**config.mk**
```make
export PLATFORM = sky130hd
export DESIGN_NAME = led_pwm_dimmer
export DESIGN_NICKNAME = d
export VERILOG_FILES = /design/src/rtl/led_dim_pkg.sv /design/src/rtl/led_dim_timebase.sv /design/src/rtl/led_dim_datapath.sv /design/src/rtl/led_pwm_dimmer.sv
export SDC_FILE = /design/constraint.sdc
export NUM_CORES = 1
export LEC_CHECK = 0
export CAP_MARGIN = 25
export CORE_AREA = 2 2 181 255
export DETAILED_ROUTE_END_ITERATION = 10
export DIE_AREA = 0 0 183 257
export DONT_BUFFER_PORTS = 1
export PLACE_DENSITY = 0.61
export SYNTH_ARGS = -nofsm -noshare
export SYNTH_HDL_FRONTEND = slang
export SYNTH_SLANG_ARGS = --single-unit
```
**constraint.sdc**
```tcl
create_clock -name clk -period 5.1 [get_ports clk]
set_input_delay 0.51 -clock clk [delete_from_list [all_inputs] [get_ports clk]]
set_output_delay 0.51 -clock clk [all_outputs]
set_load 0.01 [all_outputs]
```
**src/rtl/led_dim_pkg.sv**
```systemverilog
package led_dim_pkg;

  // Per-channel behaviour selected by the external mode input
  typedef enum logic [1:0] {
    MODE_OFF   = 2'b00,
    MODE_ON    = 2'b01,
    MODE_PWM   = 2'b10,
    MODE_GROUP = 2'b11
  } chMode_e;

  // Strobes passed from the timebase to the datapath
  typedef struct packed {
    logic fastTick;  // fast counter advances this cycle
    logic fastWrap;  // fast counter returns to zero this cycle
    logic grpStep;   // group counter advances this cycle
    logic grpWrap;   // group counter returns to zero this cycle
  } dimStrobe_t;

endpackage

```
**src/rtl/led_dim_timebase.sv**
```systemverilog
module led_dim_timebase
  import led_dim_pkg::*;
#(
  parameter int DUTY_W        = 8,
  parameter int FAST_DIV      = 2,
  parameter int DIM_PERIODS   = 2,
  parameter int BLINK_PERIODS = 16
) (
  input  logic              clk,
  input  logic              rstN,
  input  logic              blinkSel,
  input  logic [7:0]        blinkPeriod,
  output dimStrobe_t        strb,
  output logic [DUTY_W-1:0] fastCnt,
  output logic [DUTY_W-1:0] grpCnt
);

  localparam int FAST_PRE_W = $clog2(FAST_DIV + 1);
  localparam int GRP_PRE_W  = $clog2(256 * BLINK_PERIODS + DIM_PERIODS + 2);

  logic [FAST_PRE_W-1:0] fastPre;
  logic [GRP_PRE_W-1:0]  grpPre;
  logic [GRP_PRE_W-1:0]  grpLimit;
  logic                  fastTick, fastWrap, grpStep, grpWrap;

  // Fast step prescaler from the clock
  assign fastTick = (fastPre == FAST_PRE_W'(FAST_DIV - 1));
  assign fastWrap = fastTick && (fastCnt == '1);

  always_ff @(posedge clk or negedge rstN) begin
    if (!rstN) begin
      fastPre <= '0;
      fastCnt <= '0;
    end else begin
      fastPre <= fastTick ? '0 : fastPre + FAST_PRE_W'(1);
      if (fastTick) fastCnt <= fastCnt + DUTY_W'(1);
    end
  end

  // Group step length counted in whole fast periods
  always_comb begin
    if (blinkSel)
      grpLimit = (GRP_PRE_W'(blinkPeriod) + GRP_PRE_W'(1)) * GRP_PRE_W'(BLINK_PERIODS);
    else
      grpLimit = GRP_PRE_W'(DIM_PERIODS);
  end

  assign grpStep = fastWrap && (grpPre >= grpLimit - GRP_PRE_W'(1));
  assign grpWrap = grpStep && (grpCnt == '1);

  always_ff @(posedge clk or negedge rstN) begin
    if (!rstN) begin
      grpPre <= '0;
      grpCnt <= '0;
    end else if (fastWrap) begin
      grpPre <= grpStep ? '0 : grpPre + GRP_PRE_W'(1);
      if (grpStep) grpCnt <= grpCnt + DUTY_W'(1);
    end
  end

  assign strb = '{fastTick: fastTick, fastWrap: fastWrap,
                  grpStep: grpStep, grpWrap: grpWrap};

endmodule

```
**src/rtl/led_dim_datapath.sv**
```systemverilog
module led_dim_datapath
  import led_dim_pkg::*;
#(
  parameter int NUM_CH = 16,
  parameter int DUTY_W = 8,
  parameter int ADDR_W = 5
) (
  input  logic                clk,
  input  logic                rstN,
  input  dimStrobe_t          strb,
  input  logic [DUTY_W-1:0]   fastCnt,
  input  logic [DUTY_W-1:0]   grpCnt,
  input  logic                wrEn,
  input  logic [ADDR_W-1:0]   wrAddr,
  input  logic [7:0]          wrData,
  input  logic [ADDR_W-1:0]   rdAddr,
  output logic [7:0]          rdData,
  input  logic [2*NUM_CH-1:0] chMode,
  output logic                blinkSel,
  output logic [7:0]          blinkPeriodAct,
  output logic [NUM_CH-1:0]   ledOut
);

  localparam int CTRL_ADDR = 0;
  localparam int DUTY_BASE = 2;
  localparam int GRP_ADDR  = DUTY_BASE + NUM_CH;
  localparam int PER_ADDR  = GRP_ADDR + 1;

  logic [NUM_CH-1:0][DUTY_W-1:0] dutyReg, dutyAct;
  logic [DUTY_W-1:0]             grpReg, grpAct;
  logic [7:0]                    perReg;
  logic [NUM_CH-1:0]             pwmOn;
  logic                          grpOn;

  // Software-visible registers and their shadows
  always_ff @(posedge clk or negedge rstN) begin
    if (!rstN) begin
      dutyReg        <= '0;
      dutyAct        <= '0;
      grpReg         <= '1;
      grpAct         <= '1;
      perReg         <= '0;
      blinkPeriodAct <= '0;
      blinkSel       <= 1'b0;
    end else begin
      if (wrEn) begin
        for (int c = 0; c < NUM_CH; c++)
          if (wrAddr == ADDR_W'(DUTY_BASE + c)) dutyReg[c] <= wrData[DUTY_W-1:0];
        if (wrAddr == ADDR_W'(GRP_ADDR))  grpReg   <= wrData[DUTY_W-1:0];
        if (wrAddr == ADDR_W'(PER_ADDR))  perReg   <= wrData;
        if (wrAddr == ADDR_W'(CTRL_ADDR)) blinkSel <= wrData[0];
      end
      if (strb.fastWrap) dutyAct <= dutyReg;
      if (strb.grpWrap) begin
        grpAct         <= grpReg;
        blinkPeriodAct <= perReg;
      end
    end
  end

  // Read mux
  always_comb begin
    rdData = 8'h00;
    for (int c = 0; c < NUM_CH; c++)
      if (rdAddr == ADDR_W'(DUTY_BASE + c)) rdData = 8'(dutyReg[c]);
    if (rdAddr == ADDR_W'(GRP_ADDR))  rdData = 8'(grpReg);
    if (rdAddr == ADDR_W'(PER_ADDR))  rdData = perReg;
    if (rdAddr == ADDR_W'(CTRL_ADDR)) rdData = {7'b0, blinkSel};
  end

  // Per-channel compare
  assign grpOn = (grpCnt < grpAct);

  for (genvar ch = 0; ch < NUM_CH; ch++) begin : g_cmp
    assign pwmOn[ch] = (fastCnt < dutyAct[ch]);
  end

  // Output stage, registered
  always_ff @(posedge clk or negedge rstN) begin
    if (!rstN) begin
      ledOut <= '0;
    end else begin
      for (int c = 0; c < NUM_CH; c++) begin
        case (chMode_e'(chMode[2*c +: 2]))
          MODE_OFF:   ledOut[c] <= 1'b0;
          MODE_ON:    ledOut[c] <= 1'b1;
          MODE_PWM:   ledOut[c] <= pwmOn[c];
          MODE_GROUP: ledOut[c] <= pwmOn[c] & grpOn;
          default:    ledOut[c] <= 1'b0;
        endcase
      end
    end
  end

endmodule

```
**src/rtl/led_pwm_dimmer.sv**
```systemverilog
module led_pwm_dimmer
  import led_dim_pkg::*;
#(
  parameter int NUM_CH        = 16,
  parameter int DUTY_W        = 8,
  parameter int ADDR_W        = 5,
  parameter int FAST_DIV      = 2,
  parameter int DIM_PERIODS   = 2,
  parameter int BLINK_PERIODS = 16
) (
  input  logic                clk,
  input  logic                rstN,
  input  logic                wrEn,
  input  logic [ADDR_W-1:0]   wrAddr,
  input  logic [7:0]          wrData,
  input  logic [ADDR_W-1:0]   rdAddr,
  output logic [7:0]          rdData,
  input  logic [2*NUM_CH-1:0] chMode,
  output logic [NUM_CH-1:0]   ledOut
);

  dimStrobe_t        strb;
  logic [DUTY_W-1:0] fastCnt, grpCnt;
  logic              blinkSel;
  logic [7:0]        blinkPeriodAct;

  led_dim_timebase #(
    .DUTY_W(DUTY_W), .FAST_DIV(FAST_DIV),
    .DIM_PERIODS(DIM_PERIODS), .BLINK_PERIODS(BLINK_PERIODS)
  ) i_timebase (
    .clk(clk), .rstN(rstN), .blinkSel(blinkSel), .blinkPeriod(blinkPeriodAct),
    .strb(strb), .fastCnt(fastCnt), .grpCnt(grpCnt)
  );

  led_dim_datapath #(
    .NUM_CH(NUM_CH), .DUTY_W(DUTY_W), .ADDR_W(ADDR_W)
  ) i_datapath (
    .clk(clk), .rstN(rstN), .strb(strb), .fastCnt(fastCnt), .grpCnt(grpCnt),
    .wrEn(wrEn), .wrAddr(wrAddr), .wrData(wrData), .rdAddr(rdAddr), .rdData(rdData),
    .chMode(chMode), .blinkSel(blinkSel), .blinkPeriodAct(blinkPeriodAct), .ledOut(ledOut)
  );

endmodule

```
==> report_table.html <==
<table>
<tr><th>Metric</th><th>Value</th></tr>
<tr><th colspan="2">Status</th></tr>
<tr><td>Status</td><td>finished with violations</td></tr>
<tr><td>Violated checks</td><td>hold timing</td></tr>
<tr><th colspan="2">Clocking</th></tr>
<tr><td>Clock insertion delay at the later pin of the skew report</td><td>between 0.5 and 0.6 ns</td></tr>
<tr><td>CTS buffer count</td><td>37</td></tr>
<tr><td># resized after CTS</td><td>0</td></tr>
<tr><td>Depth of the CTS H-tree</td><td>2</td></tr>
<tr><td>Cell chosen for the clock root</td><td>sky130_fd_sc_hd__clkbuf_16</td></tr>
<tr><td>CTS tree</td><td>built</td></tr>
<tr><td>Clk sink count</td><td>about 340</td></tr>
<tr><td>Clock Tree Buf Depth</td><td>3</td></tr>
<tr><td>Clock-pin transition on the worst setup and hold timing paths</td><td>~0.060 ns</td></tr>
<tr><th colspan="2">Global routing</th></tr>
<tr><td>Busiest grt layer</td><td>met2</td></tr>
<tr><td>Met1 demand-to-capacity share in global routing</td><td>between 20% and 30%</td></tr>
<tr><td>Met2 usage</td><td>between 30% and 40%</td></tr>
<tr><td>Via count of the first global-routing pass</td><td>roughly 13000</td></tr>
<tr><td>Maximum number of pins on one net before global-route repair</td><td>about 340</td></tr>
<tr><td>Initial antenna violation count</td><td>1</td></tr>
<tr><td>Global routing usage summed across all routing layers</td><td>about 22%</td></tr>
<tr><td>Met3 routing resource usage after global routing</td><td>under 10%</td></tr>
<tr><td>Remaining global-route overflow</td><td>0</td></tr>
<tr><td>Wire length of the first global-routing pass</td><td>around 78000 um</td></tr>
<tr><th colspan="2">STA</th></tr>
<tr><td>Count of final hold-check violations</td><td>between 300 and 400</td></tr>
<tr><td>Max frequency</td><td>around 260 MHz</td></tr>
<tr><td>Final total negative setup slack</td><td>0 ns</td></tr>
<tr><td>Total count of max-transition violations in the final report</td><td>0</td></tr>
<tr><td>Post-layout minimum cycle time</td><td>~3.8 ns</td></tr>
<tr><td>RSZ-0062 raised after global routing</td><td>no</td></tr>
<tr><td>Slew at the pin closest to its max-slew limit</td><td>roughly 1.3 ns</td></tr>
<tr><td>Post-route clock skew</td><td>0.0128 ns</td></tr>
<tr><td>Smallest hold slack</td><td>-0.324 ns</td></tr>
<tr><td>Share of the clock period used by the worst path</td><td>between 70% and 80%</td></tr>
<tr><td>Max-Slew Margin vs Limit</td><td>roughly an eighth</td></tr>
<tr><td>Count of final setup violators</td><td>0</td></tr>
<tr><th colspan="2">Synthesis</th></tr>
<tr><td>Avg Synthesized Cell Area</td><td>10.3 um^2</td></tr>
<tr><td>#FFs+latches synth</td><td>around 340</td></tr>
<tr><td>Syn Inst Count</td><td>about 1700</td></tr>
<tr><td>Yosys warns</td><td>0</td></tr>
<tr><td>Post-synthesis sequential area ratio</td><td>a little under half</td></tr>
<tr><td>Post-synth net total</td><td>~1900</td></tr>
<tr><td>Number of distinct standard cells referenced by the synthesized netlist</td><td>68</td></tr>
<tr><td>Count of flip-flops with a built-in enable after synthesis</td><td>0</td></tr>
<tr><td>Most common flop cell mapped by yosys</td><td>sky130_fd_sc_hd__dfrtp_1</td></tr>
<tr><td>Share of async-settable or async-resettable flops after synthesis</td><td>100%</td></tr>
<tr><td>Syn Std Cell Area</td><td>between 15000 and 20000 um^2</td></tr>
<tr><th colspan="2">Route</th></tr>
<tr><td># DRC</td><td>0</td></tr>
<tr><td>Antenna Violating Nets Remaining</td><td>0</td></tr>
<tr><td>Via/cell ratio</td><td>5.67</td></tr>
<tr><td>Wire length per cell</td><td>22.0 um</td></tr>
<tr><td>WL final</td><td>~50000 um</td></tr>
<tr><td>Initial detailed-routing violation count</td><td>between 800 and 900</td></tr>
<tr><td>Number of iterations in the first detailed-routing pass</td><td>5</td></tr>
<tr><td>Number of vias after detailed routing</td><td>around 13000</td></tr>
<tr><th colspan="2">Pwr</th></tr>
<tr><td>Power consumption</td><td>roughly 6.4 mW</td></tr>
<tr><td>Portion of total power attributed to the clock network</td><td>between 40 and 50%</td></tr>
<tr><td>Fraction of power spent switching nets</td><td>about a quarter</td></tr>
<tr><td>Max IR drop VDD</td><td>around 0.24 mV</td></tr>
<tr><td>P_leak</td><td>approximately 9 nW</td></tr>
<tr><td>Power share of the sequential group</td><td>roughly half</td></tr>
<tr><td>Power density cells</td><td>328 nW/um^2</td></tr>
<tr><td>Fraction of power consumed by combinational cells</td><td>under 10%</td></tr>
<tr><td>Net Switching</td><td>between 1.5 and 2 mW</td></tr>
<tr><td>Design internal power</td><td>4.84 mW</td></tr>
<tr><th colspan="2">Worst setup path</th></tr>
<tr><td>Launching element type of the critical path</td><td>flop</td></tr>
<tr><td>Worst Reg2Reg Path Length in Cells</td><td>13</td></tr>
<tr><td>CP max FO</td><td>16</td></tr>
<tr><td>Crit-path max cell delay</td><td>0.44 ns</td></tr>
<tr><td>Worst flop-to-flop path startpoint</td><td>i_datapath.blinkPeriodAct[0]$_DFFE_PN0P_</td></tr>
<tr><td>CP Cell Sequence</td><td>ha_1 &gt; nor2b_1 &gt; and2_1 &gt; o2111a_1 &gt; mux2i_1 &gt; nand2_1 &gt; ha_1 &gt; nand4_1 &gt; a211o_1 &gt; or2_1 &gt; o22ai_4 &gt; nand4_4 &gt; mux2_4</td></tr>
<tr><td>Slowest-stage cell, CP</td><td>sky130_fd_sc_hd__dfrtp_1</td></tr>
<tr><td>Cell type with the highest occurrence count on the critical path</td><td>sky130_fd_sc_hd__ha_1</td></tr>
<tr><td>Critical Path Sink Type</td><td>flop</td></tr>
<tr><td>Required @ worst endpoint</td><td>5.51 ns</td></tr>
<tr><td>Register-to-register setup slack</td><td>between 1 and 1.5 ns</td></tr>
<tr><td>Buffers and inverters on the worst path</td><td>0</td></tr>
<tr><td>Endpoint arrival time on the critical path</td><td>4.21 ns</td></tr>
<tr><td>Worst R2R End</td><td>i_datapath.blinkPeriodAct[3]$_DFFE_PN0P_</td></tr>
<tr><td>Kind of critical path</td><td>flop to flop</td></tr>
<tr><td>Crit path max-delay family</td><td>simple AND/OR/NAND/NOR gates</td></tr>
<tr><th colspan="2">Die</th></tr>
<tr><td>Starting utilization of the core area</td><td>between 30% and 40%</td></tr>
<tr><td>Floorplan die width</td><td>~180 um</td></tr>
<tr><td>Total I/O pin count</td><td>77</td></tr>
<tr><td>Area enclosed by the die boundary</td><td>47000 um^2</td></tr>
<tr><td>Core region area</td><td>44700 um^2</td></tr>
<tr><td>Row Count</td><td>92</td></tr>
<tr><td>Die H</td><td>257 um</td></tr>
<tr><th colspan="2">Placed design</th></tr>
<tr><td>HPWL after detailed placement</td><td>34100 um</td></tr>
<tr><td>Weighted congestion reported at the end of routability-driven placement</td><td>between 0.9 and 1</td></tr>
<tr><td>Number of port buffers</td><td>0</td></tr>
<tr><th colspan="2">Layout</th></tr>
<tr><td>Post-synthesis to final-layout area growth</td><td>10.1%</td></tr>
<tr><td>Share of layout cells above drive strength 1</td><td>16.4%</td></tr>
<tr><td>Total inserted antenna cells</td><td>0</td></tr>
<tr><td>FILL cells</td><td>around 4200</td></tr>
<tr><td>Total Nets Final</td><td>~1900</td></tr>
<tr><td>Footprint of the multi-input gates</td><td>between 8000 and 9000 um^2</td></tr>
<tr><td>Sequential cell area</td><td>~8400 um^2</td></tr>
<tr><th colspan="2">Job</th></tr>
<tr><td>Count of maximum capacitance violations</td><td>0</td></tr>
<tr><th colspan="2">Min path</th></tr>
<tr><td>Type of the worst min-delay path</td><td>primary input to async pin</td></tr>
</table>
## repair_timing
item,CTS,global route
hold endpoints to repair,336,336
setup buffers,0,0
setup endpoints to repair,0,0
## cells in the mapped netlist, types with 6 or more instances
library cell	n	share of area (%)
sky130_fd_sc_hd__nor3_1	13	0.37
sky130_fd_sc_hd__xnor2_1	17	0.84
sky130_fd_sc_hd__dfrtp_1	320	45
sky130_fd_sc_hd__inv_1	126	2.7
sky130_fd_sc_hd__buf_2	6	0.17
sky130_fd_sc_hd__mux2_2	174	11
sky130_fd_sc_hd__mux2i_1	14	0.79
sky130_fd_sc_hd__a21o_1	18	0.76
sky130_fd_sc_hd__a31oi_1	24	0.85
sky130_fd_sc_hd__nor2_1	43	0.91
sky130_fd_sc_hd__a221oi_1	23	1.1
sky130_fd_sc_hd__a21oi_1	58	1.6
sky130_fd_sc_hd__nand3_1	20	0.56
sky130_fd_sc_hd__xor2_1	11	0.54
sky130_fd_sc_hd__a22o_1	7	0.35
sky130_fd_sc_hd__clkbuf_1	69	1.5
sky130_fd_sc_hd__and2_1	6	0.21
sky130_fd_sc_hd__o21ai_0	183	5.2
sky130_fd_sc_hd__dfstp_2	16	2.4
sky130_fd_sc_hd__nand2_1	253	5.4
sky130_fd_sc_hd__a22oi_1	9	0.38
sky130_fd_sc_hd__ha_1	135	9.5
sky130_fd_sc_hd__nand4_1	15	0.53
sky130_fd_sc_hd__or3_1	8	0.28
sky130_fd_sc_hd__nor2b_1	31	1.1
sky130_fd_sc_hd__mux2_4	10	0.85
sky130_fd_sc_hd__o22ai_1	7	0.25
sky130_fd_sc_hd__and3_1	9	0.32
sky130_fd_sc_hd__nand2b_1	14	0.49
## cells in the final DEF, fill, tap and decap left out, drive strengths merged, types with 17 or more instances in the layout
cell type and instances:
dfrtp 320, a221oi 23, a21oi 58, nand3 20, mux2 184, nand4 17
clkbuf 59, xnor2 17, a31oi 24, ha 135, nand2 253, nor2 43
nor2b 31, a21o 18, o21ai 184, inv 128
## registers in the layout, summed over array words and instances (netlist names), 2 cells and up
register / cells
i_datapath.grpReg: 8
i_datapath.blinkPeriodAct: 8
i_timebase.grpCnt: 8
i_datapath.dutyAct: 128
i_timebase.fastCnt: 8
i_timebase.fastPre: 2
i_timebase.grpPre: 13
i_datapath.ledOut: 16
i_datapath.dutyReg: 128
i_datapath.perReg: 8
i_datapath.grpAct: 8
## routing by layer
layer / wire length [um] / vias up
li1: - / 5986
met1: 19800 / 6513
met2: 24900 / 329
met3: 2800 / 116
met4: 2620 / 0
met5: 0 / -
## power groups by stage
stage,sequential (mW),clock (mW),combinational [mW]
after detailed placement,3.22,0,0.410
after global routing,3.20,2.96,0.443
final,3.18,2.81,0.412
after CTS,3.18,2.87,0.411
after floorplan,3.08,0,0.362
after global placement,3.22,0,0.397
## logic make-up after synthesis
group,after synthesis,synth area share (%)
simple gates,437,11.4
compound gates,373,12.8
flops,336,47.5
buf+inv,207,4.47
mux,200,12.9
fa+ha+maj,135,9.53
xor+xnor,28,1.38
## stage by stage
stage | util [%] | setup WS, ns | hold WS (ns) | instance area (um^2) | cells
2_1_floorplan | - | 1.49 | 0.214 | 17700 | 1716
3_3_place_gp | 40.9 | 1.32 | 0.223 | 18300 | 2215
3_5_place_dp | 40.9 | 1.25 | 0.224 | 18300 | 2215
4_1_cts | 43.7 | 1.23 | -0.345 | 19500 | 2281
5_1_grt | 43.7 | 0.932 | -0.346 | 19500 | 2281
6_report | 43.7 | 1.30 | -0.324 | 19500 | 2281
## area by class of cell
cell class | instances | share of cell area (%)
Clock buffer | 59 | 5.85
Clock inverter | 7 | 0.616
Multi-Input combinational cell | 1173 | 43.6
Sequential cell | 336 | 43.2
Tap cell | 564 | 3.62
Timing Repair Buffer | 16 | 0.680
Inverter | 126 | 2.42
## how the worst max path moves through the flow
stage	start	to	slack [ns]	cells past startpoint
after global placement	i_datapath.blinkPeriodAct[0]$_DFFE_PN0P_	i_datapath.blinkPeriodAct[6]$_DFFE_PN0P_	1.32	13
final	i_datapath.blinkPeriodAct[0]$_DFFE_PN0P_	i_datapath.blinkPeriodAct[3]$_DFFE_PN0P_	1.30	13
after floorplan	i_datapath.blinkPeriodAct[0]$_DFFE_PN0P_	i_datapath.blinkPeriodAct[0]$_DFFE_PN0P_	1.49	15
after detailed placement	i_datapath.blinkPeriodAct[0]$_DFFE_PN0P_	i_datapath.blinkPeriodAct[3]$_DFFE_PN0P_	1.25	13
after CTS	i_datapath.blinkPeriodAct[0]$_DFFE_PN0P_	i_datapath.blinkPeriodAct[3]$_DFFE_PN0P_	1.23	13
after global routing	i_datapath.blinkPeriodAct[0]$_DFFE_PN0P_	i_datapath.blinkPeriodAct[4]$_DFFE_PN0P_	0.93	14
No activity file was read; power rests on OpenSTA's default activity.
